File: config.mk
export PLATFORM = sky130hd
export DESIGN_NAME = ep0_loopback
export DESIGN_NICKNAME = d
export VERILOG_FILES = /design/src/rtl/ep0lb_pkg.sv /design/src/rtl/ep0lb_ram.sv /design/src/rtl/ep0lb_ptrs.sv /design/src/rtl/ep0lb_seq.sv /design/src/rtl/ep0_loopback.sv
export SDC_FILE = /design/constraint.sdc
export NUM_CORES = 1
export LEC_CHECK = 0
export ABC_AREA = 0
export BUFFER_PORTS_ARGS = -buffer_cell sky130_fd_sc_hd__buf_2
export CORE_MARGIN = 1
export CORE_UTILIZATION = 36
export CTS_BUF_LIST = sky130_fd_sc_hd__clkbuf_4
export DETAILED_ROUTE_END_ITERATION = 10
export PLACE_DENSITY_LB_ADDON = 0.3
export SETUP_SLACK_MARGIN = 0.1
export SYNTH_ARGS = -nofsm -noshare
export SYNTH_HDL_FRONTEND = slang
export SYNTH_HIERARCHICAL = 1
export SYNTH_SLANG_ARGS = --single-unit
File: constraint.sdc
create_clock -name clk -period 4.1 [get_ports clk]
set_input_delay 0.41 -clock clk [delete_from_list [all_inputs] [get_ports clk]]
set_output_delay 0.41 -clock clk [all_outputs]
set_load 0.01 [all_outputs]
File: src/rtl/ep0lb_pkg.sv
package ep0lb_pkg;

    localparam int unsigned LB_DEPTH     = 64;
    localparam logic [7:0]  LB_TEST_CODE = 8'h40;

    typedef enum logic [2:0] {
        SEQ_IDLE,
        SEQ_COPY,
        SEQ_CLEAR,
        SEQ_FLAGS,
        SEQ_IRQ
    } seq_state_e;

    typedef struct packed {
        logic tx_ready;
        logic rx_ready;
    } pkt_flags_t;

    function automatic logic is_loop_cmd(input logic [7:0] code);
        return code == LB_TEST_CODE;
    endfunction

endpackage

File: src/rtl/ep0lb_ram.sv
module ep0lb_ram #(
    parameter int unsigned DEPTH  = 64,
    parameter int unsigned ADDR_W = $clog2(DEPTH)
) (
    input  logic              clk,
    input  logic              we,
    input  logic [ADDR_W-1:0] waddr,
    input  logic [7:0]        wdata,
    input  logic [ADDR_W-1:0] raddr,
    output logic [7:0]        rdata
);

    logic [7:0] store [DEPTH];

    always_ff @(posedge clk) begin
        if (we) begin
            store[waddr] <= wdata;
        end
    end

    assign rdata = store[raddr];

endmodule

File: src/rtl/ep0lb_ptrs.sv
module ep0lb_ptrs #(
    parameter int unsigned DEPTH = 64,
    localparam int unsigned CNT_W  = $clog2(DEPTH + 1),
    localparam int unsigned ADDR_W = $clog2(DEPTH)
) (
    input  logic              clk,
    input  logic              rst,
    input  logic              wr_req,
    input  logic              rd_req,
    input  logic              step_copy,
    input  logic              step_clear,
    input  logic              svc_fire,
    output logic [CNT_W-1:0]  tx_count,
    output logic [CNT_W-1:0]  rx_count,
    output logic [CNT_W-1:0]  rd_ptr,
    output logic              overflow,
    output logic              wr_fire,
    output logic [ADDR_W-1:0] wr_addr,
    output logic              rd_valid
);

    localparam logic [CNT_W-1:0] FULL = CNT_W'(DEPTH);
    localparam logic [CNT_W-1:0] ONE  = CNT_W'(1);

    assign wr_fire  = wr_req && (tx_count < FULL);
    assign wr_addr  = tx_count[ADDR_W-1:0];
    assign rd_valid = rd_ptr < rx_count;

    always_ff @(posedge clk) begin
        if (rst) begin
            tx_count <= '0;
            rx_count <= '0;
            rd_ptr   <= '0;
            overflow <= 1'b0;
        end else begin
            if (wr_req) begin
                if (tx_count < FULL) begin
                    tx_count <= tx_count + ONE;
                end else begin
                    overflow <= 1'b1;
                end
            end
            if (step_clear) begin
                tx_count <= '0;
            end
            if (step_copy) begin
                rx_count <= tx_count;
            end
            if (svc_fire) begin
                rx_count <= '0;
                rd_ptr   <= '0;
            end else if (rd_req && rd_valid) begin
                rd_ptr <= rd_ptr + ONE;
            end
        end
    end


    cnt_bound_chk: assert property (@(posedge clk) disable iff (rst)
        (tx_count <= FULL) && (rx_count <= FULL));


    ovf_sticky_chk: assert property (@(posedge clk) disable iff (rst)
        $past(overflow) |-> overflow);


    copy_chk: assert property (@(posedge clk) disable iff (rst)
        step_copy |=> (rx_count == $past(tx_count)));


    rdptr_bound_chk: assert property (@(posedge clk) disable iff (rst)
        rd_ptr <= rx_count);


    rd_hold_chk: assert property (@(posedge clk) disable iff (rst)
        (rd_req && !rd_valid && !svc_fire) |=> $stable(rd_ptr));

endmodule

File: src/rtl/ep0lb_seq.sv
module ep0lb_seq
    import ep0lb_pkg::*;
(
    input  logic       clk,
    input  logic       rst,
    input  logic       test_wr,
    input  logic [7:0] test_code,
    input  logic       session_active,
    input  logic       set_tx,
    input  logic       set_svc,
    input  logic       irq_en,
    output pkt_flags_t flags,
    output logic       busy,
    output logic       step_copy,
    output logic       step_clear,
    output logic       svc_fire,
    output logic       irq
);

    seq_state_e state;
    logic       start;

    assign busy       = (state != SEQ_IDLE);
    assign step_copy  = (state == SEQ_COPY);
    assign step_clear = (state == SEQ_CLEAR);
    assign svc_fire   = !busy && set_svc && flags.rx_ready;
    assign start      = !busy && test_wr && is_loop_cmd(test_code)
                        && flags.tx_ready && !session_active;

    always_ff @(posedge clk) begin
        if (rst) begin
            state <= SEQ_IDLE;
            flags <= '0;
            irq   <= 1'b0;
        end else begin
            irq <= 1'b0;
            unique case (state)
                SEQ_IDLE: begin
                    if (set_tx && !flags.rx_ready) begin
                        flags.tx_ready <= 1'b1;
                    end
                    if (svc_fire) begin
                        flags.rx_ready <= 1'b0;
                    end
                    if (start) begin
                        state <= SEQ_COPY;
                    end
                end
                SEQ_COPY:  state <= SEQ_CLEAR;
                SEQ_CLEAR: state <= SEQ_FLAGS;
                SEQ_FLAGS: begin
                    flags.tx_ready <= 1'b0;
                    flags.rx_ready <= 1'b1;
                    state          <= SEQ_IRQ;
                end
                SEQ_IRQ: begin
                    irq   <= irq_en;
                    state <= SEQ_IDLE;
                end
                default: state <= SEQ_IDLE;
            endcase
        end
    end


    flags_excl_chk: assert property (@(posedge clk) disable iff (rst)
        !(flags.tx_ready && flags.rx_ready));


    irq_chk: assert property (@(posedge clk) disable iff (rst)
        $rose(flags.rx_ready) |=> (irq == $past(irq_en)));


    irq_pulse_chk: assert property (@(posedge clk) disable iff (rst)
        irq |=> !irq);

endmodule

File: src/rtl/ep0_loopback.sv
module ep0_loopback
    import ep0lb_pkg::*;
#(
    parameter int unsigned DEPTH = LB_DEPTH,
    localparam int unsigned CNT_W  = $clog2(DEPTH + 1),
    localparam int unsigned ADDR_W = $clog2(DEPTH)
) (
    input  logic             clk,
    input  logic             rst,
    input  logic             cpu_wr_en,
    input  logic [7:0]       cpu_wr_data,
    input  logic             cpu_rd_en,
    output logic [7:0]       cpu_rd_data,
    input  logic             set_tx_ready,
    input  logic             set_serviced,
    input  logic             test_wr_en,
    input  logic [7:0]       test_wr_data,
    input  logic             session_active,
    input  logic             irq_enable,
    output logic             tx_pkt_ready,
    output logic             rx_pkt_ready,
    output logic [CNT_W-1:0] tx_count,
    output logic [CNT_W-1:0] rx_count,
    output logic             overflow,
    output logic             seq_busy,
    output logic             irq
);

    pkt_flags_t        flags;
    logic              busy;
    logic              step_copy;
    logic              step_clear;
    logic              svc_fire;
    logic              wr_req;
    logic              rd_req;
    logic              wr_fire;
    logic              rd_valid;
    logic [ADDR_W-1:0] wr_addr;
    logic [CNT_W-1:0]  rd_ptr;
    logic [7:0]        ram_q;

    assign wr_req = cpu_wr_en && !busy && !flags.tx_ready && !flags.rx_ready;
    assign rd_req = cpu_rd_en && !busy && flags.rx_ready;

    ep0lb_seq u_seq (
        .clk            (clk),
        .rst            (rst),
        .test_wr        (test_wr_en),
        .test_code      (test_wr_data),
        .session_active (session_active),
        .set_tx         (set_tx_ready),
        .set_svc        (set_serviced),
        .irq_en         (irq_enable),
        .flags          (flags),
        .busy           (busy),
        .step_copy      (step_copy),
        .step_clear     (step_clear),
        .svc_fire       (svc_fire),
        .irq            (irq)
    );

    ep0lb_ptrs #(.DEPTH(DEPTH)) u_ptrs (
        .clk        (clk),
        .rst        (rst),
        .wr_req     (wr_req),
        .rd_req     (rd_req),
        .step_copy  (step_copy),
        .step_clear (step_clear),
        .svc_fire   (svc_fire),
        .tx_count   (tx_count),
        .rx_count   (rx_count),
        .rd_ptr     (rd_ptr),
        .overflow   (overflow),
        .wr_fire    (wr_fire),
        .wr_addr    (wr_addr),
        .rd_valid   (rd_valid)
    );

    ep0lb_ram #(.DEPTH(DEPTH), .ADDR_W(ADDR_W)) u_ram (
        .clk   (clk),
        .we    (wr_fire),
        .waddr (wr_addr),
        .wdata (cpu_wr_data),
        .raddr (rd_ptr[ADDR_W-1:0]),
        .rdata (ram_q)
    );

    assign cpu_rd_data  = (flags.rx_ready && rd_valid) ? ram_q : 8'h00;
    assign tx_pkt_ready = flags.tx_ready;
    assign rx_pkt_ready = flags.rx_ready;
    assign seq_busy     = busy;


    busy_quiet_chk: assert property (@(posedge clk) disable iff (rst)
        (busy && !step_copy && !step_clear) |=> $stable(tx_count));

endmodule

==> results of run 1 <==
Yosys cell counts, drive strengths merged, types with 4 or more instances:
cell type | number | area share
edfxtp | 512 | 0.71
mux4 | 126 | 0.13
nor2 | 104 | 0.018
buf | 45 | 0.015
mux2i | 32 | 0.015
dfxtp | 28 | 0.026
nand2 | 28 | 0.0049
clkbuf | 20 | 0.0035
nor2b | 16 | 0.0046
a21oi | 15 | 0.0045
nand3 | 15 | 0.0035
mux2 | 13 | 0.0068
nor3 | 12 | 0.0028
inv | 10 | 0.0017
o21ai | 10 | 0.0025
and3 | 9 | 0.0031
ha | 8 | 0.0046
nand2b | 8 | 0.0023
o221ai | 8 | 0.0033
o22ai | 8 | 0.0023
a211oi | 7 | 0.0024
a221oi | 6 | 0.0024
xnor2 | 6 | 0.0024
nand4 | 5 | 0.0015
nor4 | 4 | 0.0012
or3 | 4 | 0.0012
stage by stage:
stage	cell area (µm²)	util	instances
after floorplan	21540	-	1104
after global placement	23120	0.3917	1954
after detailed placement	23120	0.3917	1954
after CTS	25180	0.4266	2215
after global routing	25210	0.4271	2216
final	25210	0.4272	2218
registers in the layout, indices dropped and copies added, names as in the netlist:
name and cells:
u_ptrs/overflow 1, u_ptrs/rd_ptr 7, u_ptrs/rx_count 7, u_ptrs/tx_count 7, u_ram/store 512, u_seq/flags 2, u_seq/irq 1, u_seq/state 3
cell usage in the layout, fill, tap and decap left out, types with 7 or more instances in the layout:
master,Yosys,final
buf_4,19,94
nor3_1,12,10
o221ai_1,8,8
a21oi_1,13,13
nand3_1,15,15
dlygate4sd3_1,0,11
mux4_2,126,126
nor2b_1,16,16
dfxtp_1,28,24
edfxtp_1,512,512
and3_2,8,8
o22ai_1,8,8
buf_2,14,51
ha_1,8,8
inv_2,0,8
nand2b_1,8,7
clkinv_1,0,17
clkbuf_4,0,202
inv_1,10,10
nor2_1,103,99
a211oi_1,7,7
mux2_2,13,13
nand2_1,28,27
mux2i_1,32,32
worst reg2reg max path, stage by stage (launching register included):
cell and delay [ns]:
dfxtp_1 0.39, or3_1 0.48, nor4b_2 0.35, nor2b_1 0.53, nor2b_1 0.32, nand3_1 0.46, nor2_1 0.25, buf_4 0.24
per-layer routing:
metal / vias up / track usage / wire, µm
met2: 407 / 0.2778 / 25400
met5: - / 0 / 0
met4: 0 / 0.07226 / 998
met1: 6012 / 0.2256 / 21800
met3: 70 / 0.04423 / 3382
li1: 5094 / - / -
power groups by stage:
| stage | logic [mW] | clock network, mW | registers, mW |
|---|---|---|---|
| 3_5_place_dp | 0.166 | 0 | 6.17 |
| 2_1_floorplan | 0.0475 | 0 | 6.17 |
| 4_1_cts | 0.173 | 4.64 | 6.05 |
| 5_1_grt | 0.188 | 4.91 | 6.05 |
| 3_3_place_gp | 0.158 | 0 | 6.17 |
| 6_report | 0.172 | 4.48 | 6.06 |
area by class of cell:
class,count,area [µm²],area share
sequential,540,15950,0.6327
multi-input combinational,489,5215,0.2068
clock buffer,202,1516,0.06015
timing repair buffer,169,1330,0.05275
tap,773,967.2,0.03836
clock inverter,32,187.7,0.007444
inverter,10,37.54,0.001489
antenna,3,7.507,0.0002978
kinds of logic after synthesis:
group,after synthesis,share of synthesized area
compound gates,80,0.02823
xor+xnor,9,0.003660
fa+ha+maj,8,0.004648
buf+inv,75,0.02045
flops,540,0.7399
mux,171,0.1534
simple gates,221,0.04973
worst min-delay path by stage:
stage                          start                to  slack [ns]  cells after the start
finish                     cpu_rd_en  u_ptrs/rd_ptr[2]        0.16                      6
global route               cpu_rd_en  u_ptrs/rd_ptr[4]        0.11                      6
detailed placement   u_ptrs/overflow   u_ptrs/overflow        0.48                      2
CTS                        cpu_rd_en  u_ptrs/rd_ptr[2]        0.02                      6
floorplan           u_ptrs/rd_ptr[6]  u_ptrs/rd_ptr[6]        0.46                      2
global placement     u_ptrs/overflow   u_ptrs/overflow        0.46                      2
repair_timing:
item / 4_1_cts / 5_1_grt
hold endpoints to repair: 65 / 0
gates resized for setup: 16 / 8
setup endpoints to repair: 8 / 3
gates cloned: 2 / 0
setup buffers: 14 / 0
pin swaps: 1 / 0
hold buffers: 11 / 0
==> flow_summary.ini, run 1 <==
[run_status]
status = finished clean

[synthesis]
synth_edf_count = 512
synth-main-ff-cell = edfxtp_1
synth_seq_cells = 540
synth_cell_types = 60
synth.net_count = 1137
async_flop_share = 0
yosys_warnings = 6
syn_area_um2 = 21540
syn_inst = 1104
ys_seq_area_frac = 0.7399
synth_area_per_cell_um2 = 19.51

[routing]
drc = 0
drt_iter0_drc = 905
wl_per_cell_um = 23.25
first_pass_iters = 5
vias = 11583
antenna_left = 0
wl_mm = 51.57
via_per_inst = 5.222

[setup_path]
crit_type = register to output port
cp.depth = 8
crit_top_cell = mux4_2
r2r_end = u_ram/store[14][1]
crit_family = multiplexers
slowest_delay_ns = 0.52
critPathCaptureType = output port
required_ns = 3.69
critPathLaunchType = register
arrival_ns = 3.49
startpoint = u_ptrs/rd_ptr[0]
rr_worst_depth = 7
crit_end = cpu_rd_data[3]
cp_cell_sequence = buf_12 > buf_16 > mux4_2 > mux4_2 > o21ai_2 > o41ai_1 > and3_2 > buf_2
path_max_fanout = 11
rr_startpoint = u_seq/state[2]
worst-r2r-setup-slack_ns = 0.76
cp_slowest_cell = mux4_2
worst-path-buf-inv = 3

[grt]
antenna_found_initial = 1
grt_pass1_wl_mm = 75.87
grt_pass1_vias = 11846
grt-ovfl-total = 0
track_usage = 0.1740
grt_max_degree = 65

[clock_tree]
cts_max_level = 4
clk_latency_ns = 0.95
clkSinkCount = 540
clockBufferDepth = 3
cts-root-buf = clkbuf_4
numCtsBuffers = 140
clkTransAtPathRegs_ns = 0.06
cts_tree = yes

[sta]
finalClockSkew_ns = 0.04522
rsz0062_at_grt = yes
holdWs_ns = 0.1562
worstMarginPinSlew_ns = 1.223
hold_viol_final = 0
max_freq_mhz = 256.2
setup_viol = 0
slew_viol_final = 0
fin_crit_ns = 3.903
setup_ws_ns = 0.1969
finalSetupTns_ns = 0
maxSlewHeadroom = 0.1787
period_share = 0.9520

[power]
comb_power_share = 0.016
swShare = 0.2097
total_power_mw = 10.71
powerDensity_nw_per_um2 = 424.7
ir_drop_mv = 0.2338
p_leak_nw = 8.033
p_int_mw = 8.461
seq_power_share = 0.566
p_switching_mw = 2.246
power_frac_clock = 0.418

[run]
max-cap-violations = 0

[place]
pre_cts_slack_ns = 0.7468
gp_congestion = 0.7927
dp_hpwl_mm = 30.48
numPortBuffers = 51

[die]
initial_core_util = 0.3649
die_x_um = 246.6
die_y_um = 246.6
num_rows = 89
fp.coreArea_um2 = 59020
dieArea_um2 = 60810
ios = 52

[final_layout]
final.fill_count = 5249
area_growth_pct = 17.06
nets = 1383
drive_above_1_share = 0.3814

[hold_path]
hold_path_class = primary input to register
Power figures use the tool's default switching activity.
==> inputs of run 2 (changes only) <==
- BUFFER_PORTS_ARGS: -buffer_cell sky130_fd_sc_hd__buf_2 -> unset
- DONT_BUFFER_PORTS: unset -> 1
==> run 2 against run 1 <==
Effect of this change: worst hold slack lost 0.0083 ns; count of clock-buffer cells in the layout shrank 2; routed wire length grew 2.3%; via count shrank 0.37%; clock skew grew 0.024 ns; first-iteration DRC count shrank 6.2%; non-clock buffer count shrank 40; worst setup slack gained 0.023 ns; critical path depth shrank 1; sequential power is essentially flat; power is essentially flat; largest cell class unchanged.
==> flow_summary.ini, run 2 (same netlist as run 1, synthesis figures left out) <==
[final_layout]
layout_commonest_cell = edfxtp_1
drive_above_1_share = 0.3519
final_cell_mix = 512 x edfxtp_1, 200 x clkbuf_4, 126 x mux4_2, 102 x nor2_1, 91 x buf_4
top_register = u_ram/store
largest_register_ffs = 512
stdcell_count = 2172
final_util = 0.4266
area_growth_pct = 16.89
stdcell_area_um2 = 25180
final.fill_count = 5235
nets = 1341

[power]
power_frac_clock = 0.416
comb_power_share = 0.018
p_leak_nw = 7.886
powerDensity_nw_per_um2 = 424.9
p_int_mw = 8.450
p_switching_mw = 2.247
ir_drop_mv = 0.1679
seq_power_share = 0.566
swShare = 0.2100

[grt]
grt_pass1_wl_mm = 77.15
antenna_found_initial = 2
grt_pass1_vias = 11880
met1_usage = 0.2247
track_usage = 0.1778
met2_usage = 0.2881
grt_max_degree = 65
grt-ovfl-total = 0
global_route.peak_usage_layer = met2
met3_usage = 0.05436

[sta]
hold_viol_final = 0
holdWs_ns = 0.1480
max_freq_mhz = 257.7
period_share = 0.9463
worstMarginPinSlew_ns = 1.219
finalClockSkew_ns = 0.06887
setup_viol = 0
fin_crit_ns = 3.880
rsz0062_at_grt = yes
finalSetupTns_ns = 0
slew_viol_final = 0
maxSlewHeadroom = 0.1808

[place]
numPortBuffers = 0
dp.cells = 1905
place_area_um2 = 22850
dp_hpwl_mm = 31.01
gp_congestion = 0.8111

[setup_path]
path_max_fanout = 13
crit_type = register to output port
critPathLaunchType = register
cp_cell_sequence = buf_12 > bufbuf_16 > mux4_2 > mux2_2 > o311ai_1 > nand2_1 > and3_2
cp_slowest_cell = mux4_2
slowest_delay_ns = 0.51
required_ns = 3.69
critPathCaptureType = output port
arrival_ns = 3.47

[routing]
via_per_inst = 5.313
wl_mm = 52.75
drt_iter0_drc = 849
drc = 0
vias = 11540
first_pass_iters = 7
antenna_left = 0
wl_per_cell_um = 24.28

[die]
num_rows = 89
die_x_um = 246.6
fp.coreArea_um2 = 59020
ios = 52
dieArea_um2 = 60810
die_y_um = 246.6
initial_core_util = 0.3649

[clock_tree]
numCtsBuffers = 138
clk_latency_ns = 0.96
cts_max_level = 4
clockBufferDepth = 3
cts_tree = yes
cts-root-buf = clkbuf_4
clkSinkCount = 540
clkTransAtPathRegs_ns = 0.06

[hold_path]
hold_path_class = primary input to register

[run]
max-cap-violations = 0

[run_status]
status = finished clean
[run 2: cell types whose count changed in the layout (fill, tap and decap cells not counted), moves of 3 or more]
cell / change
nor2_1: +3
buf_4: -3
nor2_2: -3
buf_16: +6
buf_2: -51
dlygate4sd3_1: +6
[run 2: through the flow]
step | power (mW) | setup WS [ns]
floorplan | 6.216 | 1.319
global placement | 6.240 | 0.7564
detailed placement | 6.241 | 0.7287
CTS | 10.84 | 0.1263
global route | 11.10 | 0.06781
finish | 10.70 | 0.2201
[run 2: worst paths after layout]
check | from | endpoint | slack [ns] | cells after the start
min | irq_enable | u_seq/irq | 0.15 | 3
max reg2reg | u_seq/state[2] | u_ram/store[14][3] | 0.68 | 7
min reg2reg | u_ptrs/rd_ptr[6] | u_ptrs/rd_ptr[6] | 0.51 | 2
max | u_ptrs/rd_ptr[0] | cpu_rd_data[7] | 0.22 | 7
[run 2: repair_timing]
| action | 4_1_cts | 5_1_grt |
|---|---|---|
| setup endpoints to repair | 8 | 3 |
| cloned | 2 | 1 |
| resized for setup | 5 | 3 |
| hold endpoints to repair | 540 | 0 |
| setup buffers | 7 | 1 |
| hold buffers | 25 | 0 |
[run 2: layout make-up]
| cell class | instances | area, µm² | area share |
|---|---|---|---|
| multi-input cells | 489 | 5175 | 0.2056 |
| flip-flops and latches | 540 | 15950 | 0.6335 |
| inverters | 10 | 37.54 | 0.001491 |
| well taps | 773 | 967.2 | 0.03842 |
| clock buffers | 200 | 1501 | 0.05964 |
| repair buffers | 129 | 1360 | 0.05402 |
| clock inverters | 30 | 182.7 | 0.007256 |
| diodes | 1 | 2.502 | 0.00009940 |
[run 2: power groups by stage]
stage	Clock (mW)	Combinational [mW]	Sequential [mW]
after detailed placement	0	0.0698	6.17
final	4.45	0.195	6.05
after floorplan	0	0.0475	6.17
after global placement	0	0.0686	6.17
after global routing	4.84	0.209	6.05
after CTS	4.59	0.198	6.05
[run 2: routing by layer]
layer	part of all wire	routed length, µm	up-vias
li1	-	-	5010
met5	0.00025	13	-
met1	0.42	22180	6040
met3	0.061	3243	85
met2	0.50	26230	403
met4	0.020	1075	2
[run 2: critical path, delay by kind of cell (launching register included)]
| family | cells | cell delay, ns |
|---|---|---|
| compound gates | 1 | 0.43 |
| buf+inv | 2 | 0.50 |
| flops | 1 | 0.42 |
| mux | 2 | 0.81 |
| simple gates | 2 | 0.36 |
==> inputs of run 3 (changes only) <==
- CELL_PAD_IN_SITES_DETAIL_PLACEMENT: unset -> 0
- CELL_PAD_IN_SITES_GLOBAL_PLACEMENT: unset -> 1
==> run 3 against run 2 <==
Effect of this change: critical path depth rose by 1; count of clock-buffer cells in the layout fell by 10; die area did not move; worst hold slack improved by 0.017 ns; cell count rose by 1.5%; via count fell by 0.36%; design area rose by 1.3%; sequential power barely moved; critical path type unchanged; largest cell class unchanged.
==> flow_summary.ini, run 3 (same netlist as run 1, synthesis figures left out) <==
[setup_path]
rr_startpoint = u_seq/state[2]
required_ns = 3.69
path_max_fanout = 11
critPathLaunchType = register
crit_type = register to output port
arrival_ns = 3.46
critPathCaptureType = output port
startpoint = u_ptrs/rd_ptr[0]

[power]
ir_drop_mv = 0.2139
total_power_mw = 10.87
powerDensity_nw_per_um2 = 426.2
p_leak_nw = 8.025

[die]
ios = 52
die_x_um = 246.6
num_rows = 89
initial_core_util = 0.3649
die_y_um = 246.6
dieArea_um2 = 60810
fp.coreArea_um2 = 59020

[clock_tree]
cts_max_level = 4
clk_latency_ns = 0.96
clkTransAtPathRegs_ns = 0.06
cts_tree = yes
numCtsBuffers = 140
clkSinkCount = 540
clockBufferDepth = 3
cts-root-buf = clkbuf_4

[hold_path]
hold_path_class = primary input to register
worstHoldStart = irq_enable

[grt]
grt_pass1_wl_mm = 78.76
antenna_found_initial = 6
track_usage = 0.1833
met1_usage = 0.2514
met3_usage = 0.04902
met2_usage = 0.2796
grt_max_degree = 65
grt_pass1_vias = 11768
global_route.peak_usage_layer = met2
grt-ovfl-total = 0

[run_status]
status = finished clean

[sta]
maxSlewHeadroom = 0.3729
slew_viol_final = 0
setup_viol = 0
period_share = 0.9431
finalSetupTns_ns = 0
holdWs_ns = 0.1646
finalClockSkew_ns = 0.03908
max_freq_mhz = 258.6
worstMarginPinSlew_ns = 0.9394
hold_viol_final = 0
fin_crit_ns = 3.867
rsz0062_at_grt = yes

[final_layout]
area_growth_pct = 18.37
largest_register_ffs = 512
drive_above_1_share = 0.3623
final_cell_mix = 512 x edfxtp_1, 190 x clkbuf_4, 126 x mux4_2, 104 x buf_4, 101 x nor2_1
nets = 1361
final_util = 0.4320
stdcell_area_um2 = 25500
layout_commonest_cell = edfxtp_1
top_register = u_ram/store

[routing]
via_per_inst = 5.217
drt_iter0_drc = 897
vias = 11498
first_pass_iters = 5
antenna_left = 0
wl_mm = 54.07
drc = 0
wl_per_cell_um = 24.53

[run]
max-cap-violations = 0

[place]
numPortBuffers = 0
place_area_um2 = 22940
gp_congestion = 0.7800
dp_hpwl_mm = 31.71
[run 3: cell count changes in the layout (fill, tap and decap cells not counted), moves of 4 or more]
cell      before  now
clkbuf_4     200  190
clkinv_2       1    5
buf_4         91  104
clkinv_1      17   32
[run 3: power by group]
part / switching, mW / leakage, nW / internal [mW]
clock: 2.14 / 1.04 / 2.46
combinational: 0.141 / 2.15 / 0.0633
sequential: 0.0138 / 4.83 / 6.04
total: 2.30 / 8.03 / 8.57
[run 3: final cells by class]
class	instances	area (µm²)
Tap cell	773	967.2
Inverter	10	37.54
Clock buffer	190	1426
Sequential cell	540	15950
Antenna cell	4	10.01
Timing Repair Buffer	147	1514
Multi-Input combinational cell	489	5255
Fill cell	5180	33520
Clock inverter	51	336.6
[run 3: routing by layer]
metal | vias to the layer above | wire length (µm)
li1 | 5069 | -
met1 | 5988 | 23940
met2 | 375 | 25760
met3 | 58 | 3358
met4 | 8 | 946
met5 | - | 59
[run 3: critical path, stage by stage (launching register included)]
cell and delay, ns:
dfxtp_4 0.39, buf_6 0.18, buf_6 0.22, mux4_2 0.53
mux4_2 0.50, o21ai_2 0.16, o41ai_2 0.13, buf_4 0.15
and3_2 0.22
[run 3: per-stage QoR]
stage / worst slack (ns) / instances
6_report: 0.2332 / 2204
4_1_cts: 0.07160 / 2199
5_1_grt: 0.07161 / 2202
3_5_place_dp: 0.4598 / 1914
3_3_place_gp: 0.3649 / 1914
2_1_floorplan: 1.319 / 1104
[run 3: final timing paths]
path | endpoint | slack, ns | cells after the start
setup / recovery | cpu_rd_data[5] | 0.23 | 8
hold / removal | u_seq/irq | 0.16 | 3
setup reg to reg | u_ram/store[25][2] | 0.76 | 7
hold reg to reg | u_ptrs/rd_ptr[6] | 0.50 | 2
[run 3: what timing repair did]
action / CTS / global route
hold buffers: 25 / 0
hold endpoints to repair: 540 / 0
setup endpoints to repair: 8 / 7
pin swaps: 1 / 3
cloned: 0 / 1
gates resized for setup: 18 / 9
setup buffers: 19 / 0
